$ cat config.mk
export PLATFORM = sky130hd
export DESIGN_NAME = wo_interlock
export DESIGN_NICKNAME = d
export VERILOG_FILES = /design/src/rtl/wo_interlock.sv
export SDC_FILE = /design/constraint.sdc
export NUM_CORES = 1
export LEC_CHECK = 0
export ABC_AREA = 1
export BUFFER_PORTS_ARGS = -buffer_cell sky130_fd_sc_hd__buf_4
export CAP_MARGIN = 20
export CORE_ASPECT_RATIO = 0.7
export CORE_MARGIN = 1
export CORE_UTILIZATION = 31
export CTS_CLUSTER_SIZE = 30
export DETAILED_ROUTE_END_ITERATION = 6
export RECOVER_POWER = 50
export SLEW_MARGIN = 20
export SYNTH_ARGS = -nofsm -noshare
export SYNTH_HDL_FRONTEND = slang
export SYNTH_SLANG_ARGS = --single-unit
$ cat constraint.sdc
create_clock -name clk -period 5.92 [get_ports clk]
set_input_delay 1.48 -clock clk [delete_from_list [all_inputs] [get_ports clk]]
set_output_delay 1.48 -clock clk [all_outputs]
set_load 0.05 [all_outputs]
$ cat src/rtl/wo_interlock.sv
module wo_interlock #(
  parameter int NREG   = 32,
  parameter int INT_WB = 2,
  parameter int LD_WB  = 4,
  parameter int LD_USE = 3,
  parameter int ST_RD  = 4,
  localparam int RW    = $clog2(NREG),
  localparam int MAXL  = (LD_WB > ST_RD) ? ((LD_WB > INT_WB) ? LD_WB : INT_WB)
                                         : ((ST_RD > INT_WB) ? ST_RD : INT_WB),
  localparam int CW    = $clog2(MAXL + 1)
) (
  input  logic          clk,
  input  logic          rst_n,
  input  logic          flush,
  input  logic [1:0]    dec_cls,
  input  logic [RW-1:0] dec_rs1,
  input  logic [RW-1:0] dec_rs2,
  input  logic [RW-1:0] dec_rd,
  output logic          stall,
  output logic          ex_take
);

  localparam logic [1:0] C_NONE = 2'd0, C_INT = 2'd1, C_LD = 2'd2, C_ST = 2'd3;

  logic [CW-1:0] wr_cnt [NREG];
  logic [CW-1:0] rdy_cnt [NREG];
  logic [CW-1:0] srd_cnt [NREG];

  wire is_ld   = dec_cls == C_LD;
  wire writes  = (dec_cls == C_INT || is_ld) && dec_rd != '0;
  wire use1    = dec_cls != C_NONE && dec_rs1 != '0;
  wire use2    = (dec_cls == C_INT || dec_cls == C_ST) && dec_rs2 != '0;
  wire st_data = dec_cls == C_ST && dec_rs2 != '0;

  wire [CW-1:0] lat_new = is_ld ? CW'(LD_WB) : CW'(INT_WB);

  wire raw1 = use1 && rdy_cnt[dec_rs1] != '0;
  wire raw2 = use2 && rdy_cnt[dec_rs2] != '0;
  wire waw  = writes && wr_cnt[dec_rd] >= lat_new;
  wire war  = writes && srd_cnt[dec_rd] >= lat_new;

  assign stall   = !flush && (raw1 || raw2 || waw || war);
  assign ex_take = !flush && !stall && dec_cls != C_NONE;

  always_ff @(posedge clk or negedge rst_n) begin
    if (!rst_n) begin
      for (int i = 0; i < NREG; i++) begin
        wr_cnt[i]  <= '0;
        rdy_cnt[i] <= '0;
        srd_cnt[i] <= '0;
      end
    end else if (flush) begin
      for (int i = 0; i < NREG; i++) begin
        wr_cnt[i]  <= '0;
        rdy_cnt[i] <= '0;
        srd_cnt[i] <= '0;
      end
    end else begin
      for (int i = 0; i < NREG; i++) begin
        if (ex_take && writes && dec_rd == RW'(i)) begin
          wr_cnt[i]  <= lat_new - 1'b1;
          rdy_cnt[i] <= is_ld ? CW'(LD_USE - 1) : '0;
        end else begin
          if (wr_cnt[i] != '0)  wr_cnt[i]  <= wr_cnt[i] - 1'b1;
          if (rdy_cnt[i] != '0) rdy_cnt[i] <= rdy_cnt[i] - 1'b1;
        end
        if (ex_take && st_data && dec_rs2 == RW'(i))
          srd_cnt[i] <= CW'(ST_RD - 1);
        else if (srd_cnt[i] != '0)
          srd_cnt[i] <= srd_cnt[i] - 1'b1;
      end
    end
  end

endmodule

==> tab_implementation.tex, run 1 <==
\begin{tabular}{lr}
\hline
Metric & Value \\
\hline
\multicolumn{2}{l}{\textbf{Outcome}} \\
Violations in the final reports & max-capacitance violations, max-slew violations \\
Run status & complete, but fails checks \\
\multicolumn{2}{l}{\textbf{Clock tree}} \\
Total setup buffers inserted after CTS & 0 \\
CTS Buffer Depth & 3 \\
Number of buffers added to fix hold violations after cts & 0 \\
Number of H-tree levels & 1 \\
Inserted Clock Buffers & 31 \\
Count of cells resized by post-cts repair & 0 \\
Num Clock Sinks & 288 \\
Clock Pin Slew Worst Setup and Hold Paths & 0.06 ns \\
Clk Tree Root Cell & sky130\_fd\_sc\_hd\_\_clkbuf\_16 \\
CTS tree & yes \\
Insertion delay to the later sink of the worst-skew pair & between 0.5 and 0.6 ns \\
\multicolumn{2}{l}{\textbf{Critical path}} \\
Critical setup path kind & in2out \\
Required time of the critical path & 4.44 ns \\
Worst path cell trace & buf\_4, inv\_2, nor2\_4, a22oi\_1, o221ai\_1, nand2\_1, nand4\_1, nor2\_1, a41oi\_1, ha\_1, a21oi\_1, nand2\_1, nand2\_1, nand3\_1, nor2\_4, nor2\_4, buf\_4 \\
Highest net fanout along the worst path & 10 \\
Worst Path Arrival & approximately 4.2 ns \\
Master of the slowest instance on the critical path & sky130\_fd\_sc\_hd\_\_nor2\_4 \\
Max stage delay on crit path & 0.40 ns \\
Startpoint types & primary input \\
Kind of end point of the critical path & output port \\
CP bufs+invs & 3 \\
Cell family contributing the most delay on the critical path & simple AND/OR/NAND/NOR gates \\
\multicolumn{2}{l}{\textbf{Yosys}} \\
Number of storage elements in the synthesis netlist & about 290 \\
Syn Std Cell Area & 19300 sq um \\
Number of distinct library cells after synthesis & 38 \\
Net count after synthesis & 2683 \\
Synth top area share & 37.3\% \\
Sequential cell area fraction in the yosys report & 37.3\% \\
Synthesized instance count & 2463 \\
Ranking of synthesized cells by area & sky130\_fd\_sc\_hd\_\_dfrtp\_1 37\%, sky130\_fd\_sc\_hd\_\_ha\_1 13\%, sky130\_fd\_sc\_hd\_\_nand2\_1 8.7\% \\
Warning count from the yosys run & 0 \\
Average cell area after synthesis & roughly 8 sq um \\
Prevailing post-synth register cell & sky130\_fd\_sc\_hd\_\_dfrtp\_1 \\
Async set-or-reset flop fraction in the synthesized netlist & 100\% \\
Number of enable-type register cells in the synthesized netlist & 0 \\
Cell taking the most area after synthesis & sky130\_fd\_sc\_hd\_\_dfrtp\_1 \\
\multicolumn{2}{l}{\textbf{Floorplanning}} \\
Die extent in y & about 210 um \\
I/O pin count & 22 \\
Total die area & about 63000 sq um \\
Floorplan Core Area & 61600 sq um \\
Starting Density & 31.4\% \\
Die width & 300 um \\
Number of placement rows & 76 \\
\multicolumn{2}{l}{\textbf{Placement}} \\
I/O Buffers & 21 \\
Worst slack, placed & around 0.18 ns \\
Detailed Place HPWL & 41.0 mm \\
Gp weighted congestion & 0.958 \\
\multicolumn{2}{l}{\textbf{Routing}} \\
First-pass DRT Iterations & 5 \\
1st-iter DRT viols & about 1800 \\
Antenna-violating nets left & 0 \\
DRC violations left & 0 \\
Total wirelength of the detailed-routed design & 56.9 mm \\
Drt via density & between 5 and 6 \\
Post-detailed-route wirelength per cell & 17.2 um \\
Routed vias & around 17000 \\
\multicolumn{2}{l}{\textbf{Timing}} \\
Final count of negative-setup-slack endpoints & 0 \\
Hold Worst Slack & 0.495 ns \\
Min Clock Period, post-route & 5.72 ns \\
Worst slew slack as a fraction of its limit & -106\% \\
Setup repair after global routing missed its margin & false \\
Final Hold Violating Endpoints & 0 \\
Setup total negative slack & 0 ns \\
Worst setup slack after layout & 0.200 ns \\
Pins Over Slew Limit & 114 \\
Period utilisation layout & 96.6\% \\
Maximum clock frequency & 175 MHz \\
Worst clock skew & 0.0141 ns \\
Slew at the pin closest to its max-slew limit & 3.09 ns \\
\multicolumn{2}{l}{\textbf{Run}} \\
Number of maximum-capacitance violations & 1 \\
\multicolumn{2}{l}{\textbf{Power}} \\
Total Power & 11.4 mW \\
IR Drop Worst-Case VDD & 0.000257 V \\
Leakage & 10.6 nW \\
Total power divided by cell area & 526 nW/um\^{}2 \\
\multicolumn{2}{l}{\textbf{Min path}} \\
Path class of the lowest-slack min-delay path & reg2reg \\
\multicolumn{2}{l}{\textbf{GRT}} \\
Met3 capacity usage during global routing & 7.16\% \\
Global router's overall resource usage & 18.1\% \\
Pin count of the biggest net entering global routing & around 210 \\
First-pass GRT wire length & around 90 mm \\
Total global routing overflow & 0 \\
Initial antenna violation count & 3 \\
Number of global-route vias before repair & $\sim$15000 \\
Met1 track demand over resource in global routing & 27.9\% \\
Met2 track utilization from global routing & about 23\% \\
Global routing's busiest layer & met1 \\
\multicolumn{2}{l}{\textbf{Final layout}} \\
Relative area change from synthesis to final layout & 12.1\% \\
Total inserted antenna cells & 0 \\
Layout cell share with drive strength beyond 1 & 7.12\% \\
Layout Nets & 2682 \\
\hline
\end{tabular}
placed cells by master (no fill, tap or decap), drive strengths merged:
cell      synthesis  layout
dfrtp           288     288
o2111ai           1       1
nand2           447     447
a31oi            15      15
bufinv            0       7
nor3             33      33
clkbuf           56      44
nand4           133     133
nor4              1       1
ha              200     200
o21ai           139     139
a21boi            1       1
a211oi            2       2
and3              1       1
xor2             62      62
clkinvlp          0       1
a21oi           171     171
a22oi             8       8
o221ai            8       8
a221oi            4       4
mux2             16      16
buf              38      58
o22ai            51      51
inv             371     371
clkinv            2       9
nand3b            1       1
nor2            176     176
a22o              3       3
a41oi             2       2
nand3           232     232
a31o              1       1
worst register-to-register path, stage by stage (launching register included):
cell,delay (ns)
sky130_fd_sc_hd__dfrtp_1,0.42
sky130_fd_sc_hd__a22oi_1,0.35
sky130_fd_sc_hd__o221ai_1,0.23
sky130_fd_sc_hd__a22o_1,0.24
sky130_fd_sc_hd__inv_1,0.05
sky130_fd_sc_hd__a41oi_1,0.10
sky130_fd_sc_hd__ha_1,0.33
sky130_fd_sc_hd__a21oi_1,0.14
sky130_fd_sc_hd__nand2_1,0.09
sky130_fd_sc_hd__nand2_1,0.06
sky130_fd_sc_hd__nand3_1,0.16
sky130_fd_sc_hd__nor2_4,0.17
sky130_fd_sc_hd__buf_4,0.60
sky130_fd_sc_hd__and3_2,0.37
sky130_fd_sc_hd__buf_12,0.28
sky130_fd_sc_hd__nand3_1,0.23
sky130_fd_sc_hd__nand2_1,0.09
sky130_fd_sc_hd__nor2_1,0.05
state kept, by name, summed over array words and instances, names as in the netlist:
| name | cells |
|---|---|
| rdy_cnt | 96 |
| srd_cnt | 96 |
| wr_cnt | 96 |
area by class of cell:
| type | count | area (sq um) |
|---|---|---|
| Clock inverter | 15 | 256 |
| Timing Repair Buffer | 60 | 518 |
| Tap cell | 819 | 1020 |
| Inverter | 373 | 1410 |
| Multi-Input combinational cell | 1708 | 10400 |
| Fill cell | 6386 | 39900 |
| Clock buffer | 42 | 897 |
| Sequential cell | 288 | 7210 |
synthesized netlist by cell type, drive strengths merged (51+ instances only):
library cell  number
nand4            133
nor2             176
inv              371
ha               200
clkbuf            56
dfrtp            288
nand2            447
a21oi            171
o21ai            139
nand3            232
xor2              62
o22ai             51
report_power, final:
part	switching [mW]	internal [mW]
clock	0.876	1.36
combinational	3.50	2.32
sequential	0.520	2.83
per-stage QoR:
| step | util, % | area, sq um | cells |
|---|---|---|---|
| 2_1_floorplan | - | 19400 | 2463 |
| 3_3_place_gp | 33.3 | 20500 | 3248 |
| 3_5_place_dp | 33.3 | 20500 | 3248 |
| 4_1_cts | 35.2 | 21700 | 3305 |
| 5_1_grt | 35.2 | 21700 | 3305 |
| 6_report | 35.2 | 21700 | 3305 |
layer usage:
metal,wire length (um),vias up
met3,6840,89
met2,20800,567
met4,1220,6
met1,28100,7877
met5,29,-
li1,-,8313
path summary, 6_finish.rpt:
path                                                 to  slack (ns)  depth (start not counted)              startpoint
worst max-delay path                              stall        0.20                         17               dec_rd[0]
worst max register to register  srd_cnt[23]$_DFFE_PN0P_        1.86                         17  wr_cnt[92]$_DFFE_PN0P_
min in group asynchronous       rdy_cnt[66]$_DFFE_PN0P_        1.87                          1                   rst_n
worst min register to register   wr_cnt[93]$_DFFE_PN0P_        0.50                          1  wr_cnt[93]$_DFFE_PN0P_
worst min-delay path             wr_cnt[93]$_DFFE_PN0P_        0.50                          1  wr_cnt[93]$_DFFE_PN0P_
max in group asynchronous        wr_cnt[30]$_DFFE_PN0P_        1.16                          2                   rst_n
cell families (layout without fill, tap and decap cells):
logic type,after synthesis,count (layout),share of synthesized area [%]
xor gates and xnor gates,62,62,2.81
DFF,288,288,37.3
buffers and inverters,467,490,9.33
and+or+nand+nor,1024,1024,25.3
adders and majority gates,200,200,12.9
AOI/OAI and AO/OA,406,406,11.4
muxes,16,16,0.932
(Power assumes the default switching activity.)
==> run 2, diff against run 1 <==
Settings changed: CORE_MARGIN 1 to 3.
==> run 2 against run 1 <==
  * The flow still finishes with violations (max-capacitance violations, max-slew violations)
  * Worst setup slack lost 0.044 ns
  * Via count grew 0.50%
  * Cell area shrank 0.48%
  * Clock skew grew 0.0041 ns
  * Core utilization grew 0.30 points
  * Sequential cell count is the same
  * Critical path depth is the same
  * Count of clock-buffer cells in the layout shrank 1
  * Maximum frequency shrank 0.76%
  * Non-clock buffer count grew 8
  * Combinational power grew 2%
  * Critical path type unchanged
  * Critical endpoint is now ex_take
  * Highest routed layer unchanged
==> tab_implementation.tex, run 2 (synthesis results as in run 1) <==
\begin{tabular}{lr}
\hline
Metric & Value \\
\hline
\multicolumn{2}{l}{\textbf{Critical path}} \\
Critical setup path kind & in2out \\
Required time of the critical path & 4.44 ns (about the same) \\
Reg-to-reg slack, setup & 1.96 ns (+0.10 ns) \\
Worst Path Arrival & 4.28 ns (+0.04 ns) \\
Highest net fanout along the worst path & 24 (+14) \\
Endpoint of the worst setup timing path & ex\_take \\
Kind of end point of the critical path & output port \\
Number of cells on the critical path & 17 (unchanged) \\
Worst R2R Path Depth & 17 (unchanged) \\
Reg2reg start & srd\_cnt[7]\$\_DFFE\_PN0P\_ \\
CP bufs+invs & 5 (+2) \\
Master of the slowest instance on the critical path & sky130\_fd\_sc\_hd\_\_nor4\_4 \\
Source of the critical timing path & dec\_rd[1] \\
Worst path cell trace & buf\_4, inv\_4, nor2\_2, inv\_2, buf\_6, o22ai\_1, o21ai\_0, nand4\_1, nor2\_1, a41oi\_1, ha\_1, a21oi\_1, nand2\_1, nand2\_1, nand3\_2, nor4\_4, buf\_6 \\
Startpoint types & primary input \\
Max stage delay on crit path & 0.50 ns (+0.10 ns) \\
Worst reg2reg endpoint & srd\_cnt[39]\$\_DFFE\_PN0P\_ \\
Cell family contributing the most delay on the critical path & simple AND/OR/NAND/NOR gates \\
\multicolumn{2}{l}{\textbf{GRT}} \\
Met3 capacity usage during global routing & 6.46\% (-0.70 points) \\
Met2 track utilization from global routing & 20.9\% (-1.9 points) \\
First-pass GRT wire length & 89.5 mm (-0.24\%) \\
Number of global-route vias before repair & 15100 (-0.91\%) \\
Total global routing overflow & 0 (unchanged) \\
Initial antenna violation count & 1 (-2) \\
Met1 track demand over resource in global routing & 27.9\% (-0.030 points) \\
Global routing's busiest layer & met1 \\
Global router's overall resource usage & 17.2\% (-0.89 points) \\
Pin count of the biggest net entering global routing & 107 (-49\%) \\
\multicolumn{2}{l}{\textbf{Power}} \\
Total power divided by cell area & 517 nW/um\^{}2 (-1.6\%) \\
Leakage & 10.6 nW (-0.33\%) \\
Switching part of the total & 44.5\% (+1.6 points) \\
Switching Power & 4.97 mW (+1.5\%) \\
IR Drop Worst-Case VDD & 0.000286 V (+11\%) \\
Total Power & 11.2 mW (-2.1\%) \\
Portion of total power attributed to sequential cells & 30.2\% (+0.8 points) \\
Clock Power Share & 16.9\% (-2.7 points) \\
Internal cell power & 6.20 mW (-4.8\%) \\
Relative contribution of combinational cells to total power & 52.8\% (+1.8 points) \\
\multicolumn{2}{l}{\textbf{Final layout}} \\
Largest registers & rdy\_cnt x96, srd\_cnt x96, wr\_cnt x96 \\
Leading cell type in the layout, fill and taps excluded & sky130\_fd\_sc\_hd\_\_nand2\_1 \\
Relative area change from synthesis to final layout & 11.6\% \\
Layout cell share with drive strength beyond 1 & 7.38\% (+0.26 points) \\
Util after Layout & 35.5\% (+0.30 points) \\
Layout Nets & 2689 (+0.26\%) \\
Total inserted antenna cells & 0 (unchanged) \\
Fill count & 6319 (-1.0\%) \\
Top library cells by usage in the layout, fill and taps aside & 446 x sky130\_fd\_sc\_hd\_\_nand2\_1, 365 x sky130\_fd\_sc\_hd\_\_inv\_1, 288 x sky130\_fd\_sc\_hd\_\_dfrtp\_1 \\
\multicolumn{2}{l}{\textbf{Run}} \\
Number of maximum-capacitance violations & 2 (+1) \\
\multicolumn{2}{l}{\textbf{Placement}} \\
Gp weighted congestion & 0.948 (-1.0\%) \\
Worst slack, placed & 0.124 ns (-0.0549 ns) \\
Detailed Place HPWL & 42.4 mm (+3.2\%) \\
I/O Buffers & 21 (unchanged) \\
\multicolumn{2}{l}{\textbf{Clock tree}} \\
Inserted Clock Buffers & 30 (-3.2\%) \\
Clk Tree Root Cell & sky130\_fd\_sc\_hd\_\_clkbuf\_16 \\
CTS Buffer Depth & 3 (unchanged) \\
Num Clock Sinks & 288 (unchanged) \\
Clock Pin Slew Worst Setup and Hold Paths & 0.06 ns (about the same) \\
Number of H-tree levels & 1 (unchanged) \\
CTS tree & yes \\
Insertion delay to the later sink of the worst-skew pair & 0.58 ns (about the same) \\
\multicolumn{2}{l}{\textbf{Timing}} \\
Pins Over Slew Limit & 130 (+14\%) \\
Worst setup slack after layout & 0.156 ns (-0.0438 ns) \\
Setup repair after global routing missed its margin & false \\
Final count of negative-setup-slack endpoints & 0 (unchanged) \\
Worst slew slack as a fraction of its limit & -59.5\% (+46 points) \\
Min Clock Period, post-route & 5.76 ns (+0.0438 ns) \\
Maximum clock frequency & 173 MHz (-0.76\%) \\
Period utilisation layout & 97.4\% (+0.74 points) \\
Setup total negative slack & 0 ns (unchanged) \\
Worst clock skew & 0.0182 ns (+0.00412 ns) \\
Final Hold Violating Endpoints & 0 (unchanged) \\
Slew at the pin closest to its max-slew limit & 2.39 ns (-0.697 ns) \\
\multicolumn{2}{l}{\textbf{Floorplanning}} \\
I/O pin count & 22 (unchanged) \\
Die extent in y & 215 um (+1.9\%) \\
Total die area & 65400 sq um (+3.3\%) \\
Starting Density & 31.8\% (+0.42 points) \\
Number of placement rows & 75 (-1.3\%) \\
Die width & 304 um (+1.3\%) \\
Floorplan Core Area & 60800 sq um (-1.3\%) \\
\multicolumn{2}{l}{\textbf{Routing}} \\
Routed vias & 16900 (+0.50\%) \\
First-pass DRT Iterations & 7 (+2) \\
1st-iter DRT viols & 1666 (-5.9\%) \\
DRC violations left & 0 (unchanged) \\
Drt via density & 5.13 (+0.62\%) \\
Total wirelength of the detailed-routed design & 57.8 mm (+1.5\%) \\
Post-detailed-route wirelength per cell & 17.5 um (+1.6\%) \\
Antenna-violating nets left & 0 (unchanged) \\
\multicolumn{2}{l}{\textbf{Outcome}} \\
Violations in the final reports & max-capacitance violations, max-slew violations \\
Run status & complete, but fails checks \\
\multicolumn{2}{l}{\textbf{Min path}} \\
Path class of the lowest-slack min-delay path & reg2reg \\
\hline
\end{tabular}
[run 2: worst reg2reg max path, stage by stage, from the launching register on]
cell and delay (ns):
sky130_fd_sc_hd__dfrtp_1 0.36, sky130_fd_sc_hd__inv_1 0.19, sky130_fd_sc_hd__o22ai_1 0.13, sky130_fd_sc_hd__a221oi_1 0.26, sky130_fd_sc_hd__o22ai_1 0.12, sky130_fd_sc_hd__a221oi_1 0.25
sky130_fd_sc_hd__nand2_1 0.09, sky130_fd_sc_hd__o21ai_0 0.09, sky130_fd_sc_hd__ha_1 0.26, sky130_fd_sc_hd__nand4_1 0.09, sky130_fd_sc_hd__a21oi_1 0.11, sky130_fd_sc_hd__buf_4 0.16
sky130_fd_sc_hd__nor2_4 0.12, sky130_fd_sc_hd__buf_4 0.61, sky130_fd_sc_hd__and3_2 0.36, sky130_fd_sc_hd__buf_12 0.28, sky130_fd_sc_hd__nand3_1 0.22, sky130_fd_sc_hd__a21oi_1 0.17
[run 2: worst min-delay path by stage]
stage                                       from                endpoint  slack (ns)  cells after the start
final                     wr_cnt[93]$_DFFE_PN0P_  wr_cnt[93]$_DFFE_PN0P_        0.50                      1
after global routing      wr_cnt[93]$_DFFE_PN0P_  wr_cnt[93]$_DFFE_PN0P_        0.54                      1
after CTS                 wr_cnt[93]$_DFFE_PN0P_  wr_cnt[93]$_DFFE_PN0P_        0.50                      1
after detailed placement  wr_cnt[93]$_DFFE_PN0P_  wr_cnt[93]$_DFFE_PN0P_        0.49                      1
after global placement    wr_cnt[93]$_DFFE_PN0P_  wr_cnt[93]$_DFFE_PN0P_        0.49                      1
after floorplan           wr_cnt[93]$_DFFE_PN0P_  wr_cnt[93]$_DFFE_PN0P_        0.46                      1
[run 2: area by class of cell]
type | count | area (sq um) | share of cell area [%]
tap | 808 | 1010 | 4.69
timing repair buffer | 68 | 594 | 2.75
multi-input combinational | 1708 | 10400 | 48.2
clock inverter | 15 | 93.8 | 0.435
sequential | 288 | 7210 | 33.4
clock buffer | 41 | 873 | 4.05
inverter | 373 | 1410 | 6.52
[run 2: power groups by stage]
stage | clock [mW] | sequential, mW | combinational (mW)
after floorplan | 0 | 3.21 | 4.44
after CTS | 1.94 | 3.35 | 5.81
after detailed placement | 0 | 3.37 | 5.76
final | 1.89 | 3.38 | 5.90
after global routing | 2.01 | 3.46 | 6.81
after global placement | 0 | 3.39 | 5.73
[run 2: per-stage QoR]
stage	instance area, sq um	std cells	hold slack [ns]
detailed placement	20600	3242	0.486
CTS	21500	3298	0.502
global route	21600	3301	0.544
global placement	20600	3242	0.487
finish	21600	3301	0.501
floorplan	19400	2463	0.456
[run 2: repair_timing]
action                                  CTS  global route
buffers inserted                          0             3
endpoints found under the setup margin    0             1
hold buffers                              0             0
gates resized for setup                   0             8
[run 2: metal layers]
layer | up-vias | routed length [um] | part of all wire (%)
li1 | 8314 | - | -
met1 | 7934 | 29300 | 51
met2 | 629 | 20600 | 36
met3 | 55 | 6900 | 12
met4 | 4 | 895 | 1.5
met5 | - | 113 | 0.20
